`src/rtl/bucket_rate_pkg.sv`:
```
package bucket_rate_pkg;
  typedef enum logic [1:0] {
    CAP_IDLE  = 2'd0,
    CAP_ARMED = 2'd1,
    CAP_POST  = 2'd2,
    CAP_DONE  = 2'd3
  } cap_state_t;
endpackage

```
`src/rtl/bucket_rate_div.sv`:
```
// Divide-by-two sample pacing plus in-bucket sample counter.
module bucket_rate_div #(
  parameter int SPB_W = 8
) (
  input  logic             clk,
  input  logic             rst,
  input  logic             restart,
  input  logic             run,
  input  logic [SPB_W-1:0] spb,
  output logic             smp,
  output logic             first,
  output logic             last
);
  logic             phase_q;
  logic [SPB_W-1:0] cnt_q;

  assign smp   = run & phase_q;
  assign first = smp & (cnt_q == '0);
  assign last  = smp & (cnt_q == spb);

  always_ff @(posedge clk) begin
    if (rst || restart) begin
      phase_q <= 1'b0;
      cnt_q   <= '0;
    end else if (run) begin
      phase_q <= ~phase_q;
      if (phase_q) cnt_q <= last ? '0 : cnt_q + 1'b1;
    end
  end
endmodule

```
`src/rtl/bucket_capture_ctl.sv`:
```
// Arm / trigger / post-trigger bucket count sequencing.
module bucket_capture_ctl
  import bucket_rate_pkg::*;
#(
  parameter int PTC_W = 16
) (
  input  logic             clk,
  input  logic             rst,
  input  logic             arm,
  input  logic             trig,
  input  logic             bkt_end,
  input  logic [PTC_W-1:0] post_cfg,
  output cap_state_t       state,
  output logic             ptc_en
);
  logic [PTC_W-1:0] pcnt_q;
  logic [PTC_W-1:0] post_q;
  logic [PTC_W:0]   pcnt_nxt;

  assign ptc_en   = (state == CAP_POST) & bkt_end;
  assign pcnt_nxt = {1'b0, pcnt_q} + 1'b1;

  always_ff @(posedge clk) begin
    if (rst) begin
      state  <= CAP_IDLE;
      pcnt_q <= '0;
      post_q <= '0;
    end else if (arm) begin
      state  <= CAP_ARMED;
      pcnt_q <= '0;
      post_q <= post_cfg;
    end else begin
      case (state)
        CAP_ARMED: if (trig) state <= CAP_POST;
        CAP_POST: if (ptc_en) begin
          pcnt_q <= pcnt_nxt[PTC_W-1:0];
          if (pcnt_nxt >= {1'b0, post_q}) state <= CAP_DONE;
        end
        default: ;
      endcase
    end
  end
endmodule

```
`src/rtl/bucket_wrap_ctr.sv`:
```
// Free-running wrap-around counter with clear and enable.
module bucket_wrap_ctr #(
  parameter int W = 15
) (
  input  logic         clk,
  input  logic         rst,
  input  logic         clr,
  input  logic         en,
  output logic [W-1:0] q
);
  always_ff @(posedge clk) begin
    if (rst || clr) q <= '0;
    else if (en)    q <= q + 1'b1;
  end
endmodule

```
`src/rtl/bucket_rate_gen.sv`:
```
module bucket_rate_gen
  import bucket_rate_pkg::*;
#(
  parameter int SPB_W  = 8,
  parameter int ADDR_W = 15,
  parameter int PTC_W  = 16
) (
  input  logic              clk,
  input  logic              rst,
  input  logic [SPB_W-1:0]  spb_cfg,
  input  logic [PTC_W-1:0]  post_cfg,
  input  logic              arm,
  input  logic              trig,
  output logic              smp_stb,
  output logic              bkt_first,
  output logic              bkt_end,
  output logic              addr_en,
  output logic              ptc_en,
  output logic [ADDR_W-1:0] wr_addr,
  output logic              done
);
  cap_state_t       state;
  logic [SPB_W-1:0] spb_q;
  logic             running;

  assign running = (state == CAP_ARMED) | (state == CAP_POST);
  assign done    = (state == CAP_DONE);
  assign addr_en = bkt_end;

  always_ff @(posedge clk) begin
    if (rst)      spb_q <= '0;
    else if (arm) spb_q <= spb_cfg;
  end

  bucket_rate_div #(.SPB_W(SPB_W)) i_div (
    .clk(clk), .rst(rst), .restart(arm), .run(running), .spb(spb_q),
    .smp(smp_stb), .first(bkt_first), .last(bkt_end)
  );

  bucket_capture_ctl #(.PTC_W(PTC_W)) i_ctl (
    .clk(clk), .rst(rst), .arm(arm), .trig(trig), .bkt_end(bkt_end),
    .post_cfg(post_cfg), .state(state), .ptc_en(ptc_en)
  );

  bucket_wrap_ctr #(.W(ADDR_W)) i_addr (
    .clk(clk), .rst(rst), .clr(arm), .en(addr_en), .q(wr_addr)
  );
endmodule

```
`config.mk`:
```
export PLATFORM = sky130hd
export DESIGN_NAME = bucket_rate_gen
export DESIGN_NICKNAME = d
export VERILOG_FILES = /design/src/rtl/bucket_rate_pkg.sv /design/src/rtl/bucket_rate_div.sv /design/src/rtl/bucket_capture_ctl.sv /design/src/rtl/bucket_wrap_ctr.sv /design/src/rtl/bucket_rate_gen.sv
export SDC_FILE = /design/constraint.sdc
export NUM_CORES = 1
export LEC_CHECK = 0
export BUFFER_PORTS_ARGS = -buffer_cell sky130_fd_sc_hd__buf_2
export CORE_ASPECT_RATIO = 1.2
export CORE_MARGIN = 2
export CORE_UTILIZATION = 50
export DETAILED_ROUTE_END_ITERATION = 8
export GPL_TIMING_DRIVEN = 0
export PLACE_DENSITY = 0.74
export SLEW_MARGIN = 20
export SYNTH_ARGS = -nofsm -noshare
export SYNTH_HDL_FRONTEND = slang
export SYNTH_HIERARCHICAL = 1
export SYNTH_SLANG_ARGS = --single-unit
export TNS_END_PERCENT = 50
```
`constraint.sdc`:
```
create_clock -name clk -period 2.6 [get_ports clk]
set_input_delay 0.39 -clock clk [delete_from_list [all_inputs] [get_ports clk]]
set_output_delay 0.39 -clock clk [all_outputs]
set_load 0.01 [all_outputs]
```
==> results.py <==
metrics = {
    "run_status": {
        "status": "finished, final reports clean",
    },
    "cts": {
        "cts.sinks": 66,
        "postCtsHoldBufs": 0,
        "clk_latency_ns": 0.34,
        "clk_pin_slew_worst_paths_ns": 0.08,
        "root_buffer": "clkbuf_8",
        "numCtsBuffers": 9,
        "h-tree-depth": 3,
        "cts_buffer_depth": 2,
        "cts_tree": "yes",
    },
    "sta": {
        "hold_ws_ns": 0.282,
        "fin_crit_sh_pct": 93.6,
        "slew_viol_final": 0,
        "setup_viol": 0,
        "period_needed_ns": 2.43,
        "timing.fmax_mhz": 411,
        "finalSetupTns_ns": 0,
        "tightestPinTransition_ns": 0.645,
        "max_slew_margin_pct": 57.0,
        "rsz0062_at_grt": "false",
        "hold_viol": 0,
        "finClkSkew_ns": 0.0102,
        "finalWorstSetupSlack_ns": 0.166,
    },
    "die": {
        "num_rows": 33,
        "die_w_um": 80.1,
        "start_util_pct": 51.3,
        "die_area_um2": 7640,
        "core_area_um2": 6770,
        "die_y_um": 95.3,
        "io_pins": 49,
    },
    "setup_path": {
        "crit_type": "flip-flop to flip-flop",
        "required_ns": 2.82,
        "cp_max_fo": 6,
        "cp.arrival_ns": 2.65,
        "worstSetupStartpointType": "flip-flop",
        "cp-end-kind": "flip-flop",
    },
    "logic_synthesis": {
        "synth_edf_count": 0,
        "yosysTopAreaCell": "dfxtp_1",
        "synth_area_leaders": "dfxtp_1, ha_1, mux2i_1",
        "syn_inst": 397,
        "seq_area_frac_synth_pct": 38.0,
        "synthArstFlopShare_pct": 0,
        "synthTopCellsByCount": "dfxtp_1, nor2_1, nand2_1, xor2_1, mux2i_1",
        "yosys.cell_count.top_type": "dfxtp_1",
        "ys_warn_count": 6,
        "ys.flop_type": "dfxtp_1",
        "syn_nets": 446,
        "ys_types": 45,
        "synth_top_area_share_pct": 38.0,
        "synth-seq-cells": 66,
        "avgSynthCellArea_um2": 8.75,
        "syn_area_um2": 3470,
    },
    "place": {
        "globalplace.congestion": 0.822,
        "dp.cells": 532,
        "hpwl_um": 5300,
        "io_buffers": 48,
        "place_ws_ns": -0.351,
    },
    "detailed_routing": {
        "final_antenna_net_count": 0,
        "drc": 0,
        "num_vias": 2890,
        "drt-initial-drc-count": 76,
        "wire_per_inst_um": 13.3,
        "dr.pass1.iters": 4,
        "wirelength_um": 7320,
        "routed_via_density": 5.24,
    },
    "global_route": {
        "grtUsageTotal_pct": 20.1,
        "antenna_found_initial": 0,
        "grt_overflow": 0,
        "grt_pass1_wl_um": 12200,
        "grt_pass1_vias": 2831,
        "grt_max_degree": 13,
    },
    "cells_and_area": {
        "finalNonFillerCells": 552,
        "fin_nets": 509,
        "area_growth_pct": 19.3,
        "drive_above_1_share_pct": 21.3,
        "multi_input_area_um2": 2040,
        "regArea_um2": 1330,
        "final.fill_count": 580,
        "antennaDiodeCount": 0,
    },
    "power_and_ir_drop": {
        "powerDensity_nw_per_um2": 529,
        "max-vdd-ir-drop_mv": 0.402,
        "p_leak_uw": 0.00176,
    },
    "run": {
        "drv_cap": 0,
    },
    "worst_hold_path": {
        "hold_class": "primary input to flip-flop",
    },
}
==> repair_timing <==
| action | in CTS | in global routing |
|---|---|---|
| setup buffers | 4 | 0 |
| resized for setup | 3 | 8 |
| pin swaps | 1 | 1 |
| endpoints found under the setup margin | 19 | 1 |
==> through the flow <==
| step | total power (uW) | utilization (%) | cell area, um2 |
|---|---|---|---|
| 3_3_place_gp | 1230 | 56.8 | 3850 |
| 2_1_floorplan | 1180 | - | 3500 |
| 5_1_grt | 2270 | 61.2 | 4140 |
| 6_report | 2190 | 61.2 | 4140 |
| 4_1_cts | 2210 | 60.7 | 4110 |
| 3_5_place_dp | 1240 | 56.8 | 3850 |
==> state kept, by name, indices dropped and copies added (netlist names) <==
name,count
i_addr/q,15
i_ctl/pcnt_q,16
i_ctl/post_q,16
i_ctl/state,2
i_div/cnt_q,8
i_div/phase_q,1
spb_q,8
==> layout by cell type, fill, tap and decap left out, types with 12 or more instances in the layout <==
cell type	netlist	layout
xor2_1	27	27
buf_2	1	50
nand3_1	12	12
nand2_1	29	28
mux2i_1	25	25
a21oi_1	13	13
nand4_1	17	17
xnor2_1	24	24
inv_1	23	23
ha_1	21	19
dfxtp_1	66	61
nor2_1	60	59
==> worst paths after layout <==
path	start	to	slack, ns	cells after the start
min reg2reg	i_ctl/post_q[4]	i_ctl/post_q[4]	0.50	2
max reg2reg	i_ctl/pcnt_q[5]	i_ctl/state[0]	0.17	11
max	i_ctl/pcnt_q[5]	i_ctl/state[0]	0.17	11
min	spb_cfg[7]	spb_q[7]	0.28	3
==> critical path, stage by stage, from the launching register on <==
cell      delay, ns
dfxtp_1        0.31
buf_2          0.16
nand4_1        0.21
or2_4          0.34
nor2_1         0.13
xor2_1         0.18
ha_1           0.28
a211oi_2       0.19
nor2_1         0.07
a311oi_1       0.21
o21a_1         0.18
o31ai_1        0.06
==> layout make-up <==
class / count / share of cell area (%)
buffer: 16 / 1.99
clock buffer: 10 / 3.32
clock inverter: 6 / 2.14
inverter: 24 / 2.17
multi-input combinational: 291 / 49.1
sequential: 66 / 32.1
tap: 87 / 2.63
timing repair buffer: 52 / 6.52
==> metal layers <==
| metal | part of all wire [%] | GRT usage (%) | vias up |
|---|---|---|---|
| met5 | 0 | 0 | - |
| li1 | - | - | 1473 |
| met1 | 46 | 24.6 | 1353 |
| met3 | 3.5 | 3.69 | 10 |
| met2 | 49 | 34.2 | 54 |
| met4 | 1.7 | 9.18 | 0 |
==> logic make-up (layout without fill, tap and decap cells) <==
kind of cell	Yosys count	after routing	share of synthesized area, %
flops	66	66	38.0
xor+xnor	52	52	13.3
simple gates	160	160	23.2
compound gates	33	33	5.69
fa+ha+maj	21	21	7.56
mux	25	25	7.20
buf+inv	40	108	4.97
==> report_power, final <==
part	switching, uW	total [uW]	internal (uW)
logic	87.3	161	74.1
clock network	412	979	568
registers	17.5	1050	1030
(Power assumes the default switching activity.)
